$ cat src/rtl/mdio_c22_pkg.sv
package mdio_c22_pkg;

    localparam int ADDR_W     = 5;
    localparam int DATA_W     = 16;
    localparam int PRE_BITS   = 32;
    localparam int FRAME_BITS = PRE_BITS + 2 + 2 + 2 * ADDR_W + 2 + DATA_W;
    localparam int IDX_W      = $clog2(FRAME_BITS);
    localparam int TA_IDX     = FRAME_BITS - DATA_W - 2;
    localparam int DATA_IDX   = FRAME_BITS - DATA_W;

    localparam int DATA_LSB   = 0;
    localparam int PA_LSB     = 16;
    localparam int RA_LSB     = 21;
    localparam int OP_BIT     = 26;
    localparam int RVALID_BIT = 27;
    localparam int BUSY_BIT   = 28;

    typedef enum logic {
        OP_WRITE = 1'b0,
        OP_READ  = 1'b1
    } mdio_op_e;

    function automatic logic [FRAME_BITS-1:0] build_frame(
        input mdio_op_e          op,
        input logic [ADDR_W-1:0] pa,
        input logic [ADDR_W-1:0] ra,
        input logic [DATA_W-1:0] wd
    );
        logic [1:0]        opc;
        logic [1:0]        ta;
        logic [DATA_W-1:0] dat;
        opc = (op == OP_READ) ? 2'b10 : 2'b01;
        ta  = (op == OP_READ) ? 2'b11 : 2'b10;
        dat = (op == OP_READ) ? {DATA_W{1'b1}} : wd;
        return {{PRE_BITS{1'b1}}, 2'b01, opc, pa, ra, ta, dat};
    endfunction

endpackage

$ cat src/rtl/mdio_clkdiv.sv
module mdio_clkdiv #(
    parameter int DIV_HALF = 4
) (
    input  logic clk,
    input  logic rst_n,
    input  logic run,
    output logic mdc,
    output logic rise_stb,
    output logic fall_stb
);

    localparam int CW = (DIV_HALF > 1) ? $clog2(DIV_HALF) : 1;
    localparam logic [CW-1:0] TERM = CW'(DIV_HALF - 1);

    typedef struct packed {
        logic [CW-1:0] cnt;
        logic          mdc;
    } div_st_t;

    div_st_t st_d, st_q;
    logic    term;

    always_comb begin
        st_d     = st_q;
        term     = run && (st_q.cnt == TERM);
        rise_stb = term && !st_q.mdc;
        fall_stb = term && st_q.mdc;
        if (!run) begin
            st_d.cnt = '0;
            st_d.mdc = 1'b0;
        end else if (term) begin
            st_d.cnt = '0;
            st_d.mdc = !st_q.mdc;
        end else begin
            st_d.cnt = st_q.cnt + 1'b1;
        end
    end

    always_ff @(posedge clk or negedge rst_n) begin
        if (!rst_n) begin
            st_q <= '0;
        end else begin
            st_q <= st_d;
        end
    end

    assign mdc = st_q.mdc;

endmodule

$ cat src/rtl/mdio_frame_eng.sv
module mdio_frame_eng
    import mdio_c22_pkg::*;
(
    input  logic              clk,
    input  logic              rst_n,
    input  logic              go,
    input  mdio_op_e          go_op,
    input  logic [ADDR_W-1:0] go_pa,
    input  logic [ADDR_W-1:0] go_ra,
    input  logic [DATA_W-1:0] go_wdata,
    input  logic              rise_stb,
    input  logic              fall_stb,
    input  logic              mdio_i,
    output logic              active,
    output logic              mdio_o,
    output logic              mdio_oe,
    output logic              done,
    output logic [DATA_W-1:0] rd_data,
    output logic              ta_ok
);

    localparam logic [IDX_W-1:0] LAST_IDX  = IDX_W'(FRAME_BITS - 1);
    localparam logic [IDX_W-1:0] TA2_IDX   = IDX_W'(TA_IDX + 1);
    localparam logic [IDX_W-1:0] REL_IDX   = IDX_W'(TA_IDX);
    localparam logic [IDX_W-1:0] FIRST_DAT = IDX_W'(DATA_IDX);

    typedef struct packed {
        logic                  active;
        mdio_op_e              op;
        logic [IDX_W-1:0]      idx;
        logic [FRAME_BITS-1:0] sh;
        logic [DATA_W-1:0]     rdata;
        logic                  ta_ok;
    } eng_st_t;

    eng_st_t st_d, st_q;

    always_comb begin
        st_d = st_q;
        done = 1'b0;
        if (!st_q.active) begin
            if (go) begin
                st_d.active = 1'b1;
                st_d.op     = go_op;
                st_d.idx    = '0;
                st_d.sh     = build_frame(go_op, go_pa, go_ra, go_wdata);
                st_d.rdata  = '0;
                st_d.ta_ok  = 1'b0;
            end
        end else begin
            // sample on the MDC rising edge
            if (rise_stb && (st_q.op == OP_READ)) begin
                if (st_q.idx == TA2_IDX) begin
                    st_d.ta_ok = !mdio_i;
                end else if (st_q.idx >= FIRST_DAT) begin
                    st_d.rdata = {st_q.rdata[DATA_W-2:0], mdio_i};
                end
            end
            // advance on the MDC falling edge
            if (fall_stb) begin
                st_d.sh = {st_q.sh[FRAME_BITS-2:0], 1'b1};
                if (st_q.idx == LAST_IDX) begin
                    st_d.active = 1'b0;
                    done        = 1'b1;
                end else begin
                    st_d.idx = st_q.idx + 1'b1;
                end
            end
        end
    end

    always_ff @(posedge clk or negedge rst_n) begin
        if (!rst_n) begin
            st_q <= '0;
        end else begin
            st_q <= st_d;
        end
    end

    assign active  = st_q.active;
    assign mdio_o  = st_q.active & st_q.sh[FRAME_BITS-1];
    assign mdio_oe = st_q.active && !((st_q.op == OP_READ) && (st_q.idx >= REL_IDX));
    assign rd_data = st_q.rdata;
    assign ta_ok   = st_q.ta_ok;

endmodule

$ cat src/rtl/mdio_cmd_reg.sv
module mdio_cmd_reg
    import mdio_c22_pkg::*;
(
    input  logic              clk,
    input  logic              rst_n,
    input  logic              reg_wr,
    input  logic [31:0]       reg_wdata,
    input  logic              done,
    input  logic [DATA_W-1:0] rd_data,
    input  logic              ta_ok,
    output logic [31:0]       reg_rdata,
    output logic              go,
    output mdio_op_e          go_op,
    output logic [ADDR_W-1:0] go_pa,
    output logic [ADDR_W-1:0] go_ra,
    output logic [DATA_W-1:0] go_wdata
);

    typedef struct packed {
        logic              busy;
        logic              rvalid;
        mdio_op_e          op;
        logic [ADDR_W-1:0] pa;
        logic [ADDR_W-1:0] ra;
        logic [DATA_W-1:0] data;
    } cmd_st_t;

    cmd_st_t st_d, st_q;
    logic    unused_hi;

    assign unused_hi = ^reg_wdata[31:OP_BIT+1];

    assign go_op    = mdio_op_e'(reg_wdata[OP_BIT]);
    assign go_pa    = reg_wdata[PA_LSB +: ADDR_W];
    assign go_ra    = reg_wdata[RA_LSB +: ADDR_W];
    assign go_wdata = reg_wdata[DATA_LSB +: DATA_W];

    always_comb begin
        st_d = st_q;
        go   = reg_wr && !st_q.busy;
        if (go) begin
            st_d.busy   = 1'b1;
            st_d.rvalid = 1'b0;
            st_d.op     = go_op;
            st_d.pa     = go_pa;
            st_d.ra     = go_ra;
            st_d.data   = go_wdata;
        end else if (done) begin
            st_d.busy = 1'b0;
            if ((st_q.op == OP_READ) && ta_ok) begin
                st_d.rvalid = 1'b1;
                st_d.data   = rd_data;
            end
        end
    end

    always_ff @(posedge clk or negedge rst_n) begin
        if (!rst_n) begin
            st_q <= '0;
        end else begin
            st_q <= st_d;
        end
    end

    always_comb begin
        reg_rdata                          = '0;
        reg_rdata[DATA_LSB +: DATA_W]      = st_q.data;
        reg_rdata[PA_LSB +: ADDR_W]        = st_q.pa;
        reg_rdata[RA_LSB +: ADDR_W]        = st_q.ra;
        reg_rdata[OP_BIT]                  = st_q.op;
        reg_rdata[RVALID_BIT]              = st_q.rvalid;
        reg_rdata[BUSY_BIT]                = st_q.busy;
    end

endmodule

$ cat src/rtl/mdio_c22_ctrl.sv
module mdio_c22_ctrl
    import mdio_c22_pkg::*;
#(
    parameter int DIV_HALF = 4
) (
    input  logic        clk,
    input  logic        rst_n,
    input  logic        reg_wr,
    input  logic [31:0] reg_wdata,
    output logic [31:0] reg_rdata,
    output logic        mdc,
    output logic        mdio_o,
    output logic        mdio_oe,
    input  logic        mdio_i
);

    logic              go;
    mdio_op_e          go_op;
    logic [ADDR_W-1:0] go_pa;
    logic [ADDR_W-1:0] go_ra;
    logic [DATA_W-1:0] go_wdata;
    logic              active;
    logic              rise_stb;
    logic              fall_stb;
    logic              done;
    logic [DATA_W-1:0] rd_data;
    logic              ta_ok;

    mdio_cmd_reg u_cmd (
        .clk       (clk),
        .rst_n     (rst_n),
        .reg_wr    (reg_wr),
        .reg_wdata (reg_wdata),
        .done      (done),
        .rd_data   (rd_data),
        .ta_ok     (ta_ok),
        .reg_rdata (reg_rdata),
        .go        (go),
        .go_op     (go_op),
        .go_pa     (go_pa),
        .go_ra     (go_ra),
        .go_wdata  (go_wdata)
    );

    mdio_clkdiv #(
        .DIV_HALF (DIV_HALF)
    ) u_div (
        .clk      (clk),
        .rst_n    (rst_n),
        .run      (active),
        .mdc      (mdc),
        .rise_stb (rise_stb),
        .fall_stb (fall_stb)
    );

    mdio_frame_eng u_eng (
        .clk      (clk),
        .rst_n    (rst_n),
        .go       (go),
        .go_op    (go_op),
        .go_pa    (go_pa),
        .go_ra    (go_ra),
        .go_wdata (go_wdata),
        .rise_stb (rise_stb),
        .fall_stb (fall_stb),
        .mdio_i   (mdio_i),
        .active   (active),
        .mdio_o   (mdio_o),
        .mdio_oe  (mdio_oe),
        .done     (done),
        .rd_data  (rd_data),
        .ta_ok    (ta_ok)
    );

endmodule

$ cat config.mk
export PLATFORM = sky130hd
export DESIGN_NAME = mdio_c22_ctrl
export DESIGN_NICKNAME = d
export VERILOG_FILES = /design/src/rtl/mdio_c22_pkg.sv /design/src/rtl/mdio_clkdiv.sv /design/src/rtl/mdio_frame_eng.sv /design/src/rtl/mdio_cmd_reg.sv /design/src/rtl/mdio_c22_ctrl.sv
export SDC_FILE = /design/constraint.sdc
export NUM_CORES = 1
export LEC_CHECK = 0
export ABC_AREA = 1
export ABC_CLOCK_PERIOD_IN_PS = 3900
export CAP_MARGIN = 20
export CORE_ASPECT_RATIO = 1.4
export CORE_MARGIN = 2
export CORE_UTILIZATION = 37
export CTS_BUF_LIST = sky130_fd_sc_hd__clkbuf_8
export DETAILED_ROUTE_END_ITERATION = 10
export DONT_BUFFER_PORTS = 1
export HOLD_SLACK_MARGIN = 0.1
export PLACE_DENSITY = 0.5
export SETUP_SLACK_MARGIN = 0.15
export SYNTH_ARGS = -nofsm -noshare
export SYNTH_HDL_FRONTEND = slang
export SYNTH_HIERARCHICAL = 1
export SYNTH_SLANG_ARGS = --single-unit
export TNS_END_PERCENT = 1
$ cat constraint.sdc
create_clock -name clk -period 3.9 [get_ports clk]
set_input_delay 0.39 -clock clk [delete_from_list [all_inputs] [get_ports clk]]
set_output_delay 0.39 -clock clk [all_outputs]
set_load 0.1 [all_outputs]
==> results of run 1 <==
-- state kept, by name (all words and copies together) (netlist names) --
| name | flops |
|---|---|
| u_cmd/reg_rdata | 29 |
| u_div/mdc | 1 |
| u_div/st_q | 2 |
| u_eng/active | 1 |
| u_eng/rd_data | 16 |
| u_eng/st_q | 71 |
| u_eng/ta_ok | 1 |
-- per-layer routing --
layer | part of all wire (%) | track usage [%] | up-vias
li1 | - | - | 2042
met4 | 1.0 | 6.709 | 0
met2 | 53 | 27.41 | 72
met3 | 3.4 | 4.021 | 6
met5 | 0 | 0 | -
met1 | 43 | 20.18 | 2053
-- final cells by class --
cell class | instances | area share, %
Multi-Input combinational cell | 401 | 31.83
Tap cell | 196 | 3.974
Timing Repair Buffer | 33 | 5.353
Clock buffer | 20 | 4.461
Sequential cell | 121 | 49.07
Inverter | 55 | 3.386
Clock inverter | 12 | 1.926
-- worst max-delay path: stages (launching register included) --
cell and delay (ps):
dfrtp_1 330, buf_4 300, inv_4 180, nand2_8 290, inv_2 210, nand2_2 150
inv_2 210, a21oi_4 640, o21ai_0 200
-- report_power, final --
part | switching [mW] | internal [mW] | leakage, nW
Sequential | 0 | 1.25 | 1.33
Clock | 0.527 | 0.561 | 0.192
Combinational | 0.0449 | 0.0197 | 1.41
Total | 0.572 | 1.83 | 2.92
-- final timing paths --
check	from	to	slack, ps
setup reg to reg	u_cmd/reg_rdata[28]$_DFFE_PN0P_	u_eng/rd_data[4]$_DFFE_PN0P_	1220
hold reg to reg	u_div/st_q[1]$_DFF_PN0_	u_div/st_q[1]$_DFF_PN0_	440
min in group asynchronous	rst_n	u_eng/st_q[81]$_DFFE_PN0P_	560
hold / removal	reg_wdata[3]	u_eng/st_q[20]$_DFFE_PN0P_	140
max in group asynchronous	rst_n	u_eng/st_q[40]$_DFFE_PN0P_	2820
setup / recovery	u_cmd/reg_rdata[28]$_DFFE_PN0P_	u_eng/rd_data[4]$_DFFE_PN0P_	1220
-- cell usage after synthesis (all sizes together), types with 2 or more instances --
cell | count | share of area [%]
inv | 55 | 3.6
dfrtp | 121 | 52
ha | 2 | 0.43
o21ai | 50 | 4.3
o211ai | 24 | 3.1
nand2 | 190 | 13
o221ai | 24 | 3.6
buf | 80 | 9.8
nor2 | 38 | 2.5
a21oi | 4 | 0.54
nand3 | 61 | 5.5
clkbuf | 5 | 0.33
nand4 | 2 | 0.22
-- cell families after synthesis --
logic type               synth area share, %
AO/OA/AOI/OAI                          11.96
XOR/XNOR                              0.1517
adder cells (fa/ha/maj)               0.4334
buffers and inverters                  13.76
flip-flops                             52.45
other                                0.06496
AND/OR/NAND/NOR                        21.17
-- what timing repair did --
| item | CTS | global route |
|---|---|---|
| hold buffers | 26 | 0 |
| setup buffers | 0 | 0 |
| gates resized for setup | 0 | 0 |
| endpoints found under the hold margin | 156 | 0 |
==> flow_metrics.py, run 1 <==
metrics = {
    "die": {
        "core_area_um2": 15400,
        "die_x_um": 109.6,
        "ios": 71,
        "start_util_pct": 37.48,
        "die_h_um": 151.8,
        "die-area_um2": 16630,
        "rows": 54,
    },
    "sta": {
        "tightest_slew_ps": 1005,
        "post-route-min-period_ps": 2683,
        "hold-worst-slack_ps": 135.9,
        "fmax_ghz": 0.3727,
        "fin_skew_ps": 13.85,
        "slew_headroom_pct": 33.03,
        "drv_slew": 0,
        "rsz0062_at_grt": "no",
        "report.final.setup_viol": 0,
        "layout_setup_ws_ps": 1217,
        "finalCritPeriodShare_pct": 68.79,
        "finalHoldViolCount": 0,
        "fin_tns_setup_ps": 0,
    },
    "critical_path": {
        "critical_path_arrival_ps": 2960,
        "path_class": "reg -> reg",
        "required_ps": 4180,
        "crit_fanout": 46,
        "startpoint_type": "flip-flop",
        "worst_setup_path_end_kind": "flip-flop",
        "reg2reg_depth": 8,
    },
    "pwr": {
        "pwr_density_cell_nw_per_um2": 390.0,
        "ir_drop_mv": 0.1900,
        "power_mw": 2.407,
        "p_leak_nw": 2.922,
    },
    "final_layout": {
        "syn_to_final_growth_pct": 6.892,
        "final_core_util_pct": 40.06,
        "mostFrequentLayoutCells": "nand2_1, dfrtp_1, nand3_1",
        "antenna_cells": 0,
        "multi_input_area_um2": 1964,
        "final_nets": 667,
        "regArea_um2": 3028,
        "fillers": 1591,
        "final_layout_size_suffix_gt1_share_pct": 8.411,
        "fin_cells": 838,
        "final_common_cell": "nand2_1",
        "final_cell_area_um2": 6171,
    },
    "clock_network": {
        "cts_max_level": 4,
        "cts_tree": "yes",
        "clk_pin_slew_worst_paths_ps": 80,
        "cts_buffers": 17,
        "insertion_delay_ps": 430,
        "cts-root-buf": "clkbuf_8",
        "cts_sinks": 121,
        "clockBufferDepth": 2,
    },
    "min_path": {
        "min_delay_path_depth": 2,
        "hold_class": "in -> reg",
    },
    "placed_design": {
        "dp.cells": 780,
        "hpwl_mm": 7.578,
        "routabilityCongestion": 0.7207,
        "placed_area_um2": 5499,
        "numPortBuffers": 0,
        "pre_cts_ws_ps": 1235,
    },
    "synth": {
        "ys_warn_count": 6,
        "synthesis.area_per_instance_um2": 8.747,
        "syn_area_um2": 5773,
        "synth-main-ff-cell": "dfrtp_1",
        "synth_enable_flop_cells": 0,
        "synth_seq_cells": 121,
        "yosysSeqAreaShare_pct": 52.45,
        "synth_cells": 660,
        "yosys.cell_types.count": 28,
        "synthArstFlopShare_pct": 100.0,
    },
    "global_routing": {
        "gr-total-overflow": 0,
        "grt_pass1_wl_mm": 21.11,
        "grt_pass1_vias": 4227,
        "grt_usage_pct": 16.40,
        "antenna_found_initial": 0,
        "grt_max_degree": 122,
    },
    "drt": {
        "wl_mm": 12.63,
        "first_pass_iters": 4,
        "route.detailed.drc": 0,
        "drt_iter0_markers": 186,
        "detail-route-antenna-nets": 0,
        "wire_per_inst_um": 15.07,
        "vias": 4173,
        "routed_via_density": 4.980,
    },
    "flow_run": {
        "cap_viol_max_count": 0,
    },
    "outcome": {
        "status": "finished clean",
    },
}
(Power assumes the default switching activity.)
==> run 2, diff against run 1 <==
ABC_CLOCK_PERIOD_IN_PS = 2230   (was 3900)
PLACE_DENSITY = 0.52   (was 0.5)
clock period = 2.23 ns   (was 3.9 ns; I/O delays follow)
==> flow_metrics.py, run 2 (synthesis results as in run 1) <==
metrics = {
    "outcome": {
        "status": "finished, violations left",
        "violations": "hold timing",
    },
    "global_routing": {
        "grt_max_degree": 122,
        "grt_pass1_vias": 4299,
        "grt_usage_pct": 15.51,
        "antenna_found_initial": 0,
        "grt_pass1_wl_mm": 20.24,
        "gr-total-overflow": 0,
    },
    "critical_path": {
        "worst_setup_path_end_kind": "output port",
        "ff2ff_setup_slack_ps": 280,
        "reg2reg_depth": 8,
        "path_class": "reg -> out",
        "timing.rr.start": "u_cmd/reg_rdata[28]$_DFFE_PN0P_",
        "startpoint_type": "flip-flop",
        "max_stage_delay_ps": 410,
        "critPathBufInv": 3,
        "required_ps": 2010,
        "path_cells": "buf_4 > inv_2 > a21oi_2 > buf_4",
        "path_delay_family": "buffers and inverters",
        "critPathMostFrequentCell": "buf_4",
        "critical_path_arrival_ps": 1740,
        "crit_fanout": 21,
        "r2r-end": "u_eng/st_q[45]$_DFFE_PN0P_",
        "crit_path_top_delay_cell": "dfrtp_1",
    },
    "pwr": {
        "power_frac_comb_pct": 2.0,
        "pwr_density_cell_nw_per_um2": 658.3,
        "clkPwrFrac_pct": 46.6,
        "seqPwrFrac_pct": 51.4,
        "swShare_pct": 22.88,
        "p_leak_nw": 3.118,
        "ir_drop_mv": 0.3380,
        "p_int_mw": 3.289,
        "p_sw_mw": 0.9756,
    },
    "placed_design": {
        "placed_area_um2": 5764,
        "dp.cells": 812,
        "routabilityCongestion": 0.7580,
        "numPortBuffers": 0,
        "hpwl_mm": 7.619,
    },
    "sta": {
        "drv_slew": 0,
        "rsz0062_at_grt": "yes",
        "fmax_ghz": 0.5107,
        "slew_headroom_pct": 51.59,
        "finalCritPeriodShare_pct": 87.81,
        "post-route-min-period_ps": 1958,
        "hold-worst-slack_ps": -509.6,
        "finalHoldViolCount": 121,
        "tightest_slew_ps": 726.1,
        "fin_skew_ps": 12.09,
        "report.final.setup_viol": 0,
    },
    "clock_network": {
        "cts_tree": "yes",
        "postCtsSetupRepairBufs": 0,
        "insertion_delay_ps": 430,
        "clockBufferDepth": 2,
        "clk_pin_slew_worst_paths_ps": 80,
        "cts-root-buf": "clkbuf_8",
        "ctsHoldBuffers": 29,
        "cts_sinks": 121,
        "cts_max_level": 4,
        "cts_buffers": 17,
    },
    "final_layout": {
        "final_core_util_pct": 42.05,
        "regMostFlops": "u_eng/st_q",
        "fillers": 1556,
        "largest_reg_flops": 71,
        "fin_cells": 874,
        "final_layout_size_suffix_gt1_share_pct": 12.68,
        "regArea_um2": 3028,
        "mostFrequentLayoutCells": "nand2_1, dfrtp_1, nand3_1",
        "antenna_cells": 0,
        "syn_to_final_growth_pct": 12.20,
        "final_nets": 703,
        "final_cell_area_um2": 6477,
        "multi_input_area_um2": 1982,
        "final_common_cell": "nand2_1",
    },
    "die": {
        "ios": 71,
        "die_x_um": 109.6,
        "start_util_pct": 37.48,
        "die-area_um2": 16630,
        "die_h_um": 151.8,
        "core_area_um2": 15400,
        "rows": 54,
    },
    "drt": {
        "routed_via_density": 4.892,
        "first_pass_iters": 5,
        "vias": 4276,
        "wire_per_inst_um": 14.14,
        "drt_iter0_markers": 277,
        "detail-route-antenna-nets": 0,
        "route.detailed.drc": 0,
        "wl_mm": 12.36,
    },
    "flow_run": {
        "cap_viol_max_count": 0,
    },
    "min_path": {
        "hold_class": "in -> async",
    },
}
run 2: changes by cell type in the layout (fill, tap and decap cells not counted), sizes merged:
cell | previous run | this run
a21oi | 4 | 5
buf | 8 | 39
bufinv | 1 | 2
clkbuf | 20 | 19
clkinv | 7 | 4
clkinvlp | 3 | 4
dlygate4sd3 | 25 | 29
inv | 56 | 58
run 2: repair_timing:
action | CTS | global route
endpoints found under the hold margin | 180 | 121
setup endpoints to repair | 0 | 30
gates resized for setup | 0 | 1
run 2: per-layer routing:
| layer | vias to the layer above | track usage (%) | wire (um) |
|---|---|---|---|
| li1 | 2119 | - | - |
| met1 | 2056 | 18.74 | 5354 |
| met2 | 84 | 26.14 | 6285 |
| met3 | 17 | 3.764 | 466 |
| met4 | 0 | 6.709 | 248 |
| met5 | - | 0 | 0 |
run 2: per-stage QoR:
| step | hold WS [ps] | TNS, ps | worst slack, ps | total power [mW] |
|---|---|---|---|---|
| 3_5_place_dp | -63.74 | 0 | 277.5 | 2.258 |
| 6_report | -509.6 | 0 | 271.7 | 4.264 |
| 4_1_cts | -544.5 | 0 | 214.7 | 4.338 |
| 2_1_floorplan | -72.59 | -433.3 | -48.14 | 2.306 |
| 3_3_place_gp | -65.16 | 0 | 314.9 | 2.258 |
| 5_1_grt | -557.5 | 0 | 76.96 | 4.425 |
run 2: how the worst max path moves through the flow:
stage / startpoint / endpoint / slack [ps] / cells after the start
6_report: u_eng/active$_DFF_PN0_ / mdio_oe / 270 / 4
5_1_grt: u_eng/st_q[82]$_DFFE_PN0P_ / u_cmd/reg_rdata[9]$_DFFE_PN0P_ / 80 / 9
3_3_place_gp: u_eng/st_q[81]$_DFFE_PN0P_ / u_cmd/reg_rdata[9]$_DFFE_PN0P_ / 310 / 9
4_1_cts: u_eng/active$_DFF_PN0_ / mdio_oe / 210 / 4
2_1_floorplan: u_div/mdc$_DFFE_PN0P_ / u_cmd/reg_rdata[10]$_DFFE_PN0P_ / -50 / 11
3_5_place_dp: u_eng/st_q[82]$_DFFE_PN0P_ / u_cmd/reg_rdata[12]$_DFFE_PN0P_ / 280 / 9
run 2: cell type report:
| class | instances | share of cell area, % |
|---|---|---|
| Inverter | 55 | 3.226 |
| Clock inverter | 13 | 2.221 |
| Sequential cell | 121 | 46.75 |
| Clock buffer | 19 | 4.037 |
| Multi-Input combinational cell | 402 | 30.60 |
| Tap cell | 196 | 3.786 |
| Timing Repair Buffer | 68 | 9.388 |
run 2: worst reg2reg max path, cell delays in order (launching register included):
cell and delay [ps]:
dfrtp_1 420, inv_4 210, nand2_8 70, inv_2 250
nand2_2 140, buf_12 200, nand2_1 90, buf_4 270
o221ai_1 160
run 2: power groups by stage:
stage	registers [mW]	clock network, mW	logic (mW)
6_report	2.19	1.99	0.0832
5_1_grt	2.19	2.14	0.0881
4_1_cts	2.19	2.06	0.0842
3_5_place_dp	2.24	0	0.0220
3_3_place_gp	2.24	0	0.0220
2_1_floorplan	2.24	0	0.0695
==> run 3, diff against run 2 <==
PLACE_DENSITY = 0.57   (was 0.52)
==> flow_metrics.py, run 3 (synthesis results as in run 1) <==
metrics = {
    "die": {
        "rows": 54,
        "die_x_um": 109.6,
        "start_util_pct": 37.48,
        "die-area_um2": 16630,
        "core_area_um2": 15400,
        "ios": 71,
        "die_h_um": 151.8,
    },
    "pwr": {
        "power_frac_comb_pct": 1.9,
        "p_int_mw": 3.365,
        "ir_drop_mv": 0.4676,
        "clkPwrFrac_pct": 47.3,
        "seqPwrFrac_pct": 50.8,
        "p_leak_nw": 3.135,
        "swShare_pct": 22.12,
        "pwr_density_cell_nw_per_um2": 663.8,
        "p_sw_mw": 0.9560,
    },
    "clock_network": {
        "clk_pin_slew_worst_paths_ps": 80,
        "cts_sinks": 121,
        "clockBufferDepth": 2,
        "ctsHoldBuffers": 29,
        "cts-root-buf": "clkbuf_8",
        "cts_max_level": 4,
        "cts_tree": "yes",
        "insertion_delay_ps": 430,
        "cts_buffers": 17,
    },
    "min_path": {
        "hold_class": "in -> async",
    },
    "final_layout": {
        "regMostFlops": "u_eng/st_q",
        "final_common_cell": "nand2_1",
        "fillers": 1550,
        "final_cell_area_um2": 6510,
        "regArea_um2": 3028,
        "antenna_cells": 0,
        "final_layout_size_suffix_gt1_share_pct": 13.20,
        "largest_reg_flops": 71,
        "mostFrequentLayoutCells": "nand2_1, dfrtp_1, nand3_1",
        "final_nets": 707,
        "multi_input_area_um2": 1982,
        "syn_to_final_growth_pct": 12.77,
    },
    "drt": {
        "first_pass_iters": 5,
        "wire_per_inst_um": 13.95,
        "vias": 4234,
        "detail-route-antenna-nets": 0,
        "route.detailed.drc": 0,
        "routed_via_density": 4.822,
        "drt_iter0_markers": 239,
        "wl_mm": 12.25,
    },
    "critical_path": {
        "crit_fanout": 16,
        "startpoint_type": "flip-flop",
        "worst_setup_path_end_kind": "flip-flop",
        "critical_path_arrival_ps": 2210,
        "path_class": "reg -> reg",
        "ff2ff_setup_slack_ps": 300,
        "required_ps": 2510,
    },
    "sta": {
        "hold-worst-slack_ps": -508.4,
        "finalCritPeriodShare_pct": 86.42,
        "finalHoldViolCount": 121,
        "fmax_ghz": 0.5189,
        "post-route-min-period_ps": 1927,
        "fin_tns_setup_ps": 0,
        "slew_headroom_pct": 49.98,
        "tightest_slew_ps": 750.3,
        "fin_skew_ps": 11.10,
        "drv_slew": 0,
        "rsz0062_at_grt": "yes",
        "report.final.setup_viol": 0,
    },
    "global_routing": {
        "grt_pass1_vias": 4305,
        "grt_max_degree": 122,
        "grt_pass1_wl_mm": 20.12,
        "grt_usage_pct": 15.39,
        "antenna_found_initial": 0,
        "gr-total-overflow": 0,
    },
    "outcome": {
        "violations": "hold timing",
        "status": "finished, violations left",
    },
    "placed_design": {
        "numPortBuffers": 0,
        "placed_area_um2": 5782,
        "routabilityCongestion": 0.7783,
        "hpwl_mm": 7.779,
    },
    "flow_run": {
        "cap_viol_max_count": 0,
    },
}
## run 3: worst paths after layout
check                           depth (start not counted)                     from                         endpoint
worst max-delay path                                    6   u_eng/active$_DFF_PN0_     u_eng/rd_data[0]$_DFFE_PN0P_
worst min-delay path                                    0                    rst_n       u_eng/st_q[74]$_DFFE_PN0P_
worst max register to register                          6   u_eng/active$_DFF_PN0_     u_eng/rd_data[0]$_DFFE_PN0P_
worst min register to register                          1  u_div/st_q[1]$_DFF_PN0_          u_div/st_q[1]$_DFF_PN0_
max in group asynchronous                               0                    rst_n       u_eng/st_q[82]$_DFFE_PN0P_
min in group clk                                        4                   reg_wr  u_cmd/reg_rdata[27]$_DFFE_PN0P_
## run 3: through the flow
stage               total power [mW]  cells  worst slack, ps  utilization, %  hold slack [ps]
floorplan                      2.306    662           -48.14               -           -72.59
global placement               2.258    816            336.3           37.53           -65.50
detailed placement             2.258    816            300.5           37.53           -64.67
CTS                            4.383    877            272.4           42.15           -539.2
global route                   4.485    878            94.17           42.26           -559.1
finish                         4.321    878            302.7           42.26           -508.4
## run 3: power by group through the flow
stage / clock (mW) / combinational, mW / sequential (mW)
after floorplan: 0 / 0.0695 / 2.24
after global placement: 0 / 0.0220 / 2.24
after detailed placement: 0 / 0.0220 / 2.24
after CTS: 2.11 / 0.0832 / 2.19
after global routing: 2.21 / 0.0875 / 2.19
final: 2.05 / 0.0827 / 2.19
## run 3: worst max-delay path, cell delays in order (launching register included)
cell,delay [ps]
dfrtp_1,410
buf_4,180
inv_2,90
nand2_2,230
inv_2,120
a21oi_2,570
o21ai_0,160
## run 3: area by class of cell
| class | instances | share of cell area (%) |
|---|---|---|
| flip-flops and latches | 121 | 46.51 |
| multi-input cells | 402 | 30.44 |
| inverters | 55 | 3.210 |
| well taps | 196 | 3.767 |
| clock inverters | 14 | 2.652 |
| repair buffers | 72 | 9.610 |
| clock buffers | 18 | 3.806 |
## run 3: routing by layer
| layer | track usage [%] | part of all wire (%) | vias to the layer above |
|---|---|---|---|
| met5 | 0 | 0 | - |
| met4 | 5.380 | 1.3 | 0 |
| met3 | 4.491 | 3.6 | 11 |
| met2 | 25.59 | 52 | 60 |
| met1 | 18.95 | 44 | 2039 |
| li1 | - | - | 2124 |
## run 3: timing repair
action,4_1_cts,5_1_grt
buffers inserted,0,0
endpoints found under the setup margin,0,24
resized for setup,0,1
endpoints found under the hold margin,180,121
